--- src/rtl/ledCtrlPkg.sv ---
package ledCtrlPkg;

  localparam int LEDS_PER_PORT = 4;
  localparam int LED_LINK      = 0;
  localparam int LED_ACT       = 1;
  localparam int LED_SPEED     = 2;
  localparam int LED_DUPLEX    = 3;

  typedef enum logic [1:0] {
    OUT_SERIAL   = 2'd0,
    OUT_PARALLEL = 2'd1,
    OUT_BICOLOR  = 2'd2,
    OUT_NONE     = 2'd3
  } outStyleE;

  typedef enum logic [1:0] {
    ACT_PLAIN   = 2'd0,
    ACT_STRETCH = 2'd1,
    ACT_BLINK   = 2'd2,
    ACT_RSVD    = 2'd3
  } actStyleE;

  // strobes from the timing control to the datapath
  typedef struct packed {
    logic slotStart;  // first system cycle of a shift period
    logic clkHigh;    // second half of a shift period
    logic frameEnd;   // current slot is the latch slot
    logic blinkOn;    // shared blink phase
  } tickS;

endpackage

--- src/rtl/ledCtrlTiming.sv ---
module ledCtrlTiming
  import ledCtrlPkg::*;
#(
  parameter int NUM_PORTS  = 8,
  parameter int SHIFT_DIV  = 16,
  parameter int BLINK_HALF = 6250000,
  parameter int SLOT_W     = $clog2(NUM_PORTS * LEDS_PER_PORT + 1)
) (
  input  logic              clk,
  input  logic              rstN,
  output tickS              tick,
  output logic [SLOT_W-1:0] slotIdx
);

  localparam int FRAME_BITS = NUM_PORTS * LEDS_PER_PORT;
  localparam int DIV_W      = (SHIFT_DIV > 2) ? $clog2(SHIFT_DIV) : 1;
  localparam int BLK_W      = (BLINK_HALF > 2) ? $clog2(BLINK_HALF) : 1;
  localparam logic [DIV_W-1:0]  DIV_LAST  = DIV_W'(SHIFT_DIV - 1);
  localparam logic [DIV_W-1:0]  DIV_HALF  = DIV_W'(SHIFT_DIV / 2);
  localparam logic [SLOT_W-1:0] SLOT_LAST = SLOT_W'(FRAME_BITS);
  localparam logic [BLK_W-1:0]  BLK_LAST  = BLK_W'(BLINK_HALF - 1);

  logic [DIV_W-1:0]  divCnt;
  logic [SLOT_W-1:0] slotCnt;
  logic [BLK_W-1:0]  blinkCnt;
  logic              blinkOn;

  always_ff @(posedge clk or negedge rstN) begin
    if (!rstN) begin
      divCnt  <= '0;
      slotCnt <= '0;
    end else if (divCnt == DIV_LAST) begin
      divCnt  <= '0;
      slotCnt <= (slotCnt == SLOT_LAST) ? '0 : slotCnt + 1'b1;
    end else begin
      divCnt  <= divCnt + 1'b1;
    end
  end

  always_ff @(posedge clk or negedge rstN) begin
    if (!rstN) begin
      blinkCnt <= '0;
      blinkOn  <= 1'b1;
    end else if (blinkCnt == BLK_LAST) begin
      blinkCnt <= '0;
      blinkOn  <= ~blinkOn;
    end else begin
      blinkCnt <= blinkCnt + 1'b1;
    end
  end

  assign tick.slotStart = (divCnt == '0);
  assign tick.clkHigh   = (divCnt >= DIV_HALF);
  assign tick.frameEnd  = (slotCnt == SLOT_LAST);
  assign tick.blinkOn   = blinkOn;
  assign slotIdx        = slotCnt;

  // slot counter never leaves the frame
  a_r4_slot_range: assert property (@(posedge clk) disable iff (!rstN)
    slotCnt <= SLOT_LAST);

  // slot only moves at the end of a shift period
  a_r4_slot_hold: assert property (@(posedge clk) disable iff (!rstN)
    (divCnt != DIV_LAST) |=> $stable(slotCnt));

  // blink phase only flips when the shared divider wraps
  a_r9_blink_hold: assert property (@(posedge clk) disable iff (!rstN)
    (blinkCnt != BLK_LAST) |=> $stable(blinkOn));

endmodule

--- src/rtl/ledCtrlData.sv ---
module ledCtrlData
  import ledCtrlPkg::*;
#(
  parameter int NUM_PORTS      = 8,
  parameter int STRETCH_CYCLES = 1 << 22,
  parameter int SLOT_W         = $clog2(NUM_PORTS * LEDS_PER_PORT + 1)
) (
  input  logic                               clk,
  input  logic                               rstN,
  input  outStyleE                           outStyle,
  input  actStyleE                           actStyle,
  input  logic [NUM_PORTS-1:0]               linkIn,
  input  logic [NUM_PORTS-1:0]               actIn,
  input  logic [NUM_PORTS-1:0]               speedIn,
  input  logic [NUM_PORTS-1:0]               duplexIn,
  input  tickS                               tick,
  input  logic [SLOT_W-1:0]                  slotIdx,
  output logic                               serData,
  output logic                               serClk,
  output logic                               serStrobe,
  output logic [NUM_PORTS*LEDS_PER_PORT-1:0] parLedN,
  output logic [NUM_PORTS-1:0]               biLedAN,
  output logic [NUM_PORTS-1:0]               biLedBN
);

  localparam int FRAME_BITS = NUM_PORTS * LEDS_PER_PORT;
  localparam int IDX_W      = $clog2(FRAME_BITS);
  localparam int STR_W      = $clog2(STRETCH_CYCLES + 1);
  localparam logic [STR_W-1:0] STR_LOAD = STR_W'(STRETCH_CYCLES);

  logic [NUM_PORTS-1:0]  actCond;
  logic [FRAME_BITS-1:0] ledVec;
  logic [FRAME_BITS-1:0] frameReg;
  logic [IDX_W-1:0]      bitIdx;
  logic                  bitVal;
  logic                  serialSel, parallelSel, bicolorSel;

  assign serialSel   = (outStyle == OUT_SERIAL);
  assign parallelSel = (outStyle == OUT_PARALLEL);
  assign bicolorSel  = (outStyle == OUT_BICOLOR);

  for (genvar p = 0; p < NUM_PORTS; p++) begin : g_port
    logic [STR_W-1:0] holdCnt;
    logic             stretched;

    always_ff @(posedge clk or negedge rstN) begin
      if (!rstN)                holdCnt <= '0;
      else if (actIn[p])        holdCnt <= STR_LOAD;
      else if (holdCnt != '0)   holdCnt <= holdCnt - 1'b1;
    end

    assign stretched = actIn[p] | (holdCnt != '0);

    always_comb begin
      unique case (actStyle)
        ACT_STRETCH: actCond[p] = stretched;
        ACT_BLINK:   actCond[p] = actIn[p] & tick.blinkOn;
        default:     actCond[p] = actIn[p];
      endcase
    end

    assign ledVec[p*LEDS_PER_PORT + LED_LINK]   = linkIn[p];
    assign ledVec[p*LEDS_PER_PORT + LED_ACT]    = actCond[p];
    assign ledVec[p*LEDS_PER_PORT + LED_SPEED]  = speedIn[p];
    assign ledVec[p*LEDS_PER_PORT + LED_DUPLEX] = duplexIn[p];

    // a sampled pulse keeps the parallel activity LED lit two cycles on
    a_r8_stretch_min: assert property (@(posedge clk) disable iff (!rstN)
      (actStyle == ACT_STRETCH && outStyle == OUT_PARALLEL && actIn[p])
      |=> ##1 ($past(actStyle) != ACT_STRETCH || $past(outStyle) != OUT_PARALLEL
               || !parLedN[p*LEDS_PER_PORT + LED_ACT]));
  end

  assign bitIdx = slotIdx[IDX_W-1:0];
  assign bitVal = (slotIdx == '0) ? ledVec[0] : frameReg[bitIdx];

  always_ff @(posedge clk or negedge rstN) begin
    if (!rstN) begin
      frameReg  <= '0;
      serData   <= 1'b1;
      serClk    <= 1'b0;
      serStrobe <= 1'b0;
      parLedN   <= '1;
      biLedAN   <= '1;
      biLedBN   <= '1;
    end else begin
      if (tick.slotStart && slotIdx == '0) frameReg <= ledVec;
      serClk <= serialSel & tick.clkHigh;
      if (!serialSel) begin
        serData   <= 1'b1;
        serStrobe <= 1'b0;
      end else if (tick.slotStart) begin
        serStrobe <= tick.frameEnd;
        serData   <= tick.frameEnd ? 1'b1 : ~bitVal;
      end
      parLedN <= parallelSel ? ~ledVec : '1;
      biLedAN <= bicolorSel ? ~(linkIn & ~actCond) : '1;
      biLedBN <= bicolorSel ? ~(linkIn & actCond) : '1;
    end
  end

  // both colours of one port never lit together
  a_r5_bicolor_exclusive: assert property (@(posedge clk) disable iff (!rstN)
    &(biLedAN | biLedBN));

  // serial pins idle whenever serial style was not selected
  a_r6_serial_idle: assert property (@(posedge clk) disable iff (!rstN)
    ($past(outStyle) != OUT_SERIAL) |-> (serData && !serClk && !serStrobe));

  // data only moves while the shift clock is low
  a_r3_data_on_fall: assert property (@(posedge clk) disable iff (!rstN)
    (serData != $past(serData)) |-> !serClk);

  // latch slot carries no lit LED
  a_r4_strobe_quiet: assert property (@(posedge clk) disable iff (!rstN)
    serStrobe |-> serData);

endmodule

--- src/rtl/ledCtrl.sv ---
module ledCtrl
  import ledCtrlPkg::*;
#(
  parameter int NUM_PORTS      = 8,
  parameter int SHIFT_DIV      = 16,
  parameter int STRETCH_CYCLES = 1 << 22,
  parameter int BLINK_HALF     = 6250000
) (
  input  logic                     clk,
  input  logic                     rstN,
  input  logic [1:0]               outMode,
  input  logic [1:0]               actMode,
  input  logic [NUM_PORTS-1:0]     linkIn,
  input  logic [NUM_PORTS-1:0]     actIn,
  input  logic [NUM_PORTS-1:0]     speedIn,
  input  logic [NUM_PORTS-1:0]     duplexIn,
  output logic                     serData,
  output logic                     serClk,
  output logic                     serStrobe,
  output logic [4*NUM_PORTS-1:0]   parLedN,
  output logic [NUM_PORTS-1:0]     biLedAN,
  output logic [NUM_PORTS-1:0]     biLedBN
);

  localparam int SLOT_W = $clog2(NUM_PORTS * LEDS_PER_PORT + 1);

  tickS              tick;
  logic [SLOT_W-1:0] slotIdx;

  ledCtrlTiming #(
    .NUM_PORTS (NUM_PORTS),
    .SHIFT_DIV (SHIFT_DIV),
    .BLINK_HALF(BLINK_HALF),
    .SLOT_W    (SLOT_W)
  ) u_timing (
    .clk    (clk),
    .rstN   (rstN),
    .tick   (tick),
    .slotIdx(slotIdx)
  );

  ledCtrlData #(
    .NUM_PORTS     (NUM_PORTS),
    .STRETCH_CYCLES(STRETCH_CYCLES),
    .SLOT_W        (SLOT_W)
  ) u_data (
    .clk      (clk),
    .rstN     (rstN),
    .outStyle (outStyleE'(outMode)),
    .actStyle (actStyleE'(actMode)),
    .linkIn   (linkIn),
    .actIn    (actIn),
    .speedIn  (speedIn),
    .duplexIn (duplexIn),
    .tick     (tick),
    .slotIdx  (slotIdx),
    .serData  (serData),
    .serClk   (serClk),
    .serStrobe(serStrobe),
    .parLedN  (parLedN),
    .biLedAN  (biLedAN),
    .biLedBN  (biLedBN)
  );

endmodule

--- config.mk ---
export PLATFORM = sky130hd
export DESIGN_NAME = ledCtrl
export DESIGN_NICKNAME = d
export VERILOG_FILES = /design/src/rtl/ledCtrlPkg.sv /design/src/rtl/ledCtrlTiming.sv /design/src/rtl/ledCtrlData.sv /design/src/rtl/ledCtrl.sv
export SDC_FILE = /design/constraint.sdc
export NUM_CORES = 1
export LEC_CHECK = 0
export BUFFER_PORTS_ARGS = -buffer_cell sky130_fd_sc_hd__buf_4
export CORE_MARGIN = 8
export CORE_UTILIZATION = 50
export DETAILED_ROUTE_END_ITERATION = 8
export PLACE_DENSITY = 0.65
export SKIP_LAST_GASP = 1
export SLEW_MARGIN = 5
export SYNTH_ARGS = -nofsm -noshare
export SYNTH_HDL_FRONTEND = slang
export SYNTH_SLANG_ARGS = --single-unit
export TNS_END_PERCENT = 50
--- constraint.sdc ---
create_clock -name clk -period 3 [get_ports clk]
set_input_delay 0 -clock clk [delete_from_list [all_inputs] [get_ports clk]]
set_output_delay 0 -clock clk [all_outputs]
set_load 0.02 [all_outputs]
==> reports/results.tsv, run 1 <==
metric	value	unit
Synth async-reset ratio	1.00	
total CTS buffers	34	
Fmax	0.384	GHz
Final min period	2.61	ns
Post-Syn Instances	1512	
share of layout cells above drive strength 1	0.157	
Synthesis Warnings	0	
Die Wd	187	um
vias in the first global route	11302	
wire per inst	16.2	um
Primary FF master, synth	dfrtp_1	
worst rel slew slack	0.334	
sequential area share after synthesis	0.517	
CTS H-tree depth	2	
CP Capture Type	register	
global-route wire length before repair	56800	um
# diodes	0	
Max Slew Vio Count	0	
standard-cell rows	62	
Tot GR Track Use	0.190	
status	complete, no violations	
die footprint	35100	um2
Top-Level Pins	89	
Clock Path Buffers	3	
area grow syn2layout	18.9	%
Initial Utilization	0.510	
R2R depth	6	
number of setup buffers added after CTS	0	
initial antenna violation count	0	
Util after Layout	0.607	
GP Congestion	0.841	
Port Buffer Count	88	
leading cell type in the layout, fill and taps excluded	dfrtp_1	
RSZ-0062 raised after global routing	false	
Post-CTS Hold Fix Bufs	57	
max cap viols	0	
Via density	5.56	
Total Routed Length	33300	um
Final Cycle Share	0.868	
Mapped Area	14700	um2
Final Skew	0.0107	ns
core area	28800	um2
# DRC	0	
crit path DAT	3.03	ns
final setup fails	0	
Post-CTS Resized	0	
Hold WC Path Type	input port to asynchronous set/reset pin	
Crit Path Class	register to register	
Synth cell types	61	
Vias	11444	
Sink Count	301	
CP Launch Type	register	
Post-synth EDFFs	0	
most frequent cells in the layout	dfrtp_1, nor2_1, nand2_1	
die height	187	um
1st-iter DRT viols	661	
largest net degree at the start of global routing	86	
CTS tree	yes	
power density cells	929	nW/um2
CP max FO	7	
mean area per synthesized cell	9.71	um2
Pleak	7.58	nW
Peak VDD IR	0.561	mV
Final #Nets	1703	
final hold vios	0	
1st-pass router iterations	5	
Required @ worst endpoint	3.43	ns
setup TNS	0	ns
Root Buffer	clkbuf_16	
remaining global-route overflow	0	
Worst-Margin Slew	0.995	ns
Syn Nets	1565	
dpl cell area	15800	um2
Clock Latency Late Sink	0.51	ns
dpl hpwl	22100	um
clock slew at reported path FFs	0.06	ns
post-layout instance area	17500	um2
Post-DRT Antenna Nets	0	
post-synthesis register bit count	301	
==> per-stage QoR <==
stage	hold slack, ns	std cells	power (mW)	setup WS [ns]
4_1_cts	0.0592	2058	16.3	0.411
2_1_floorplan	-0.296	1512	10.7	0.438
3_3_place_gp	0.0594	1941	12.0	0.481
6_report	0.0570	2058	16.2	0.395
3_5_place_dp	0.0601	1941	12.1	0.411
5_1_grt	0.0867	2058	17.5	0.218
==> worst paths after layout <==
kind,from,end,slack (ns)
worst max register to register,u_data.g_port[4].holdCnt[1]$_DFFE_PN0N_,u_data.g_port[4].holdCnt[20]$_DFFE_PN0N_,0.39
worst min register to register,u_data.frameReg[8]$_DFFE_PN0P_,u_data.frameReg[8]$_DFFE_PN0P_,0.47
worst min-delay path,rstN,u_data.g_port[6].holdCnt[2]$_DFFE_PN0N_,0.06
max in group asynchronous,rstN,u_data.parLedN[8]$_DFF_PN1_,1.97
worst max-delay path,u_data.g_port[4].holdCnt[1]$_DFFE_PN0N_,u_data.g_port[4].holdCnt[20]$_DFFE_PN0N_,0.39
min in group clk,actMode[1],u_data.parLedN[21]$_DFF_PN1_,0.08
==> power breakdown <==
| group | switching, mW | total, mW | internal (mW) |
|---|---|---|---|
| clock network | 1.62 | 4.00 | 2.38 |
| logic | 3.48 | 6.17 | 2.69 |
| registers | 0.980 | 6.04 | 5.06 |
==> logic make-up after synthesis <==
logic type	share of synthesized area
muxes	0.0265
buffers and inverters	0.0275
adders and majority gates	0.0128
and+or+nand+nor	0.249
AOI/OAI and AO/OA	0.0946
xor gates and xnor gates	0.0727
DFF	0.517
==> layout make-up <==
type | instances | area (um2)
clock buffer | 51 | 996
inverter | 35 | 131
multi-input combinational | 1104 | 6710
timing repair buffer | 174 | 1480
clock inverter | 9 | 73.8
sequential | 301 | 7590
tap | 384 | 480
fill | 2433 | 11300
==> sequential cells by signal (all words and copies together) (netlist names) <==
name                   flops
u_timing.divCnt            4
u_data.serClk              1
u_data.frameReg           32
u_timing.slotIdx           6
u_data.serStrobe           1
u_data.serData             1
u_timing.blinkOn           1
u_timing.blinkCnt         23
u_data.biLedBN             8
u_data.g_port.holdCnt    184
u_data.parLedN            32
u_data.biLedAN             8
==> critical path, cell delays in order (launching register included) <==
cell     delay (ns)
dfrtp_1        0.42
inv_1          0.09
ha_1           0.20
or3b_2         0.52
or4_1          0.64
or4_1          0.51
a21oi_1        0.15
==> layer usage <==
metal / wire, um / up-vias / global-route usage
met5: 0 / - / 0
met4: 844 / 0 / 0.0582
met3: 1520 / 53 / 0.0367
met2: 15000 / 214 / 0.295
met1: 16000 / 5548 / 0.265
li1: - / 5629 / -
==> cell usage after synthesis (all sizes together) (8+ instances only) <==
| cell type | instances | area share |
|---|---|---|
| xnor2 | 65 | 0.039 |
| nand3b | 11 | 0.0056 |
| nor3 | 52 | 0.018 |
| dfstp | 50 | 0.089 |
| mux2i | 13 | 0.0089 |
| nor2b | 22 | 0.0094 |
| nand4 | 20 | 0.0085 |
| mux2 | 13 | 0.010 |
| o211ai | 15 | 0.0077 |
| and3 | 8 | 0.0034 |
| nor4 | 49 | 0.021 |
| or4 | 46 | 0.024 |
| a21oi | 71 | 0.024 |
| nand4b | 8 | 0.0048 |
| a211oi | 12 | 0.0061 |
| inv | 34 | 0.0087 |
| nor2 | 190 | 0.049 |
| ha | 15 | 0.013 |
| o31ai | 10 | 0.0051 |
| o41ai | 11 | 0.0066 |
| dfrtp | 251 | 0.43 |
| and2 | 9 | 0.0038 |
| xor2 | 57 | 0.034 |
| nand2b | 12 | 0.0051 |
| nor3b | 9 | 0.0046 |
| or2 | 13 | 0.0055 |
| or3 | 46 | 0.020 |
| buf | 8 | 0.0021 |
| o21ai | 69 | 0.024 |
| clkbuf | 64 | 0.016 |
| nand3 | 43 | 0.015 |
| nor4b | 8 | 0.0048 |
| nand2 | 146 | 0.037 |
(Power assumes the default switching activity.)
==> inputs of run 2 (changes only) <==
--- a/config.mk
+++ b/config.mk
@@ -10,6 +10,7 @@
 export CORE_UTILIZATION = 50
 export DETAILED_ROUTE_END_ITERATION = 8
 export PLACE_DENSITY = 0.65
+export RECOVER_POWER = 50
 export SKIP_LAST_GASP = 1
 export SLEW_MARGIN = 5
 export SYNTH_ARGS = -nofsm -noshare
==> reports/results.tsv, run 2 (synthesized netlist as in run 1, its figures left out) <==
metric	value	unit	change
core area	28800	um2	unchanged
dpl hpwl	22100	um	unchanged
hold_ws	0.0834	ns	+0.0264 ns
# diodes	0		unchanged
RSZ-0062 raised after global routing	false		
Clock Path Buffers	3		unchanged
Final Cycle Share	0.867		-0.00148
1st-pass router iterations	4		-1
max cap viols	1		+1
Final #Nets	1703		unchanged
leading cell type in the layout, fill and taps excluded	dfrtp_1		
worst rel slew slack	-0.479		-0.813
Via density	5.56		about the same
Required @ worst endpoint	3.43	ns	about the same
power density cells	938	nW/um2	+1.0%
Vias	11437		-0.061%
largest net degree at the start of global routing	86		unchanged
number of setup buffers added after CTS	0		unchanged
Max Slew Vio Count	84		+84
Top-Level Pins	89		unchanged
status	complete, but fails checks		
dpl cell area	15800	um2	unchanged
area grow syn2layout	17.5	%	
CTS H-tree depth	2		unchanged
final hold vios	0		unchanged
crit path DAT	3.03	ns	about the same
Post-CTS Resized	0		unchanged
CP Launch Type	register		
Root Buffer	clkbuf_16		
final setup fails	0		unchanged
Pleak	7.42	nW	-2.1%
max reg flops	184		unchanged
CTS tree	yes		
Util after Layout	0.600		-0.00691
# DRC	0		unchanged
die height	187	um	unchanged
share of layout cells above drive strength 1	0.127		-0.0293
Peak VDD IR	0.561	mV	about the same
Sink Count	301		unchanged
Final Skew	0.00985	ns	-0.000883 ns
post-layout instance area	17300	um2	-1.1%
Initial Utilization	0.510		unchanged
Worst-Margin Slew	2.22	ns	+1.22 ns
Tot GR Track Use	0.190		unchanged
CP Capture Type	register		
Biggest register	u_data.g_port.holdCnt		
total CTS buffers	34		unchanged
Post-DRT Antenna Nets	0		unchanged
Total Routed Length	33300	um	+0.11%
failing checks	capacitance limit, slew limit		
biggest regs	u_data.g_port.holdCnt (184), u_data.frameReg (32), u_data.parLedN (32)		
Crit Path Class	register to register		
Clock Latency Late Sink	0.51	ns	about the same
Die Wd	187	um	unchanged
1st-iter DRT viols	630		-4.7%
GP Congestion	0.841		unchanged
most frequent cells in the layout	dfrtp_1, nor2_1, nand2_1		
fillers	2495		+2.5%
Post-CTS Hold Fix Bufs	57		unchanged
initial antenna violation count	0		unchanged
die footprint	35100	um2	unchanged
remaining global-route overflow	0		unchanged
Port Buffer Count	88		unchanged
global-route wire length before repair	56800	um	unchanged
Fmax	0.384	GHz	+0.17%
standard-cell rows	62		unchanged
CP max FO	7		unchanged
wire per inst	16.2	um	+0.11%
clock slew at reported path FFs	0.06	ns	about the same
Hold WC Path Type	input port to register		
vias in the first global route	11302		unchanged
Final min period	2.60	ns	-0.00445 ns
setup TNS	0	ns	unchanged
run 2: layout make-up:
cell class / instances / area, um2 / area share
Sequential cell: 301 / 7590 / 0.440
Clock inverter: 9 / 73.8 / 0.00428
Clock buffer: 51 / 996 / 0.0577
Inverter: 35 / 131 / 0.00761
Timing Repair Buffer: 174 / 1280 / 0.0743
Tap cell: 384 / 480 / 0.0278
Multi-Input combinational cell: 1104 / 6710 / 0.388
run 2: final timing paths:
check                           depth (start not counted)  slack, ns                               startpoint                                  endpoint
worst min register to register                          2       0.47           u_data.frameReg[8]$_DFFE_PN0P_            u_data.frameReg[8]$_DFFE_PN0P_
max in group asynchronous                               3       0.59                                     rstN   u_data.g_port[3].holdCnt[8]$_DFFE_PN0N_
worst max register to register                          6       0.40  u_data.g_port[4].holdCnt[1]$_DFFE_PN0N_  u_data.g_port[4].holdCnt[20]$_DFFE_PN0N_
worst max-delay path                                    6       0.40  u_data.g_port[4].holdCnt[1]$_DFFE_PN0N_  u_data.g_port[4].holdCnt[20]$_DFFE_PN0N_
min in group asynchronous                               2       0.65                                     rstN   u_data.g_port[6].holdCnt[2]$_DFFE_PN0N_
worst min-delay path                                    5       0.08                               actMode[1]              u_data.parLedN[21]$_DFF_PN1_
run 2: worst max-delay path: stages, from the launching register on:
cell     delay [ns]
dfrtp_1        0.42
inv_1          0.09
ha_1           0.20
or3b_2         0.53
or4_1          0.64
or4_1          0.51
a21oi_1        0.15
run 2: report_power, final:
part	switching (mW)	internal, mW	total (mW)
clock network	1.62	2.38	4.00
registers	0.981	5.06	6.04
logic	3.48	2.67	6.15
total	6.08	10.1	16.2
run 2: per-layer routing:
metal / up-vias / global-route usage / part of all wire
li1: 5627 / - / -
met1: 5546 / 0.265 / 0.48
met2: 209 / 0.295 / 0.45
met3: 55 / 0.0367 / 0.046
met4: 0 / 0.0582 / 0.027
met5: - / 0 / 0
run 2: through the flow:
step	cells	setup slack [ns]	total power, mW
floorplan	1512	0.438	10.7
global placement	1941	0.481	12.0
detailed placement	1941	0.411	12.1
CTS	2058	0.411	16.3
global route	2058	0.117	17.5
finish	2058	0.399	16.2
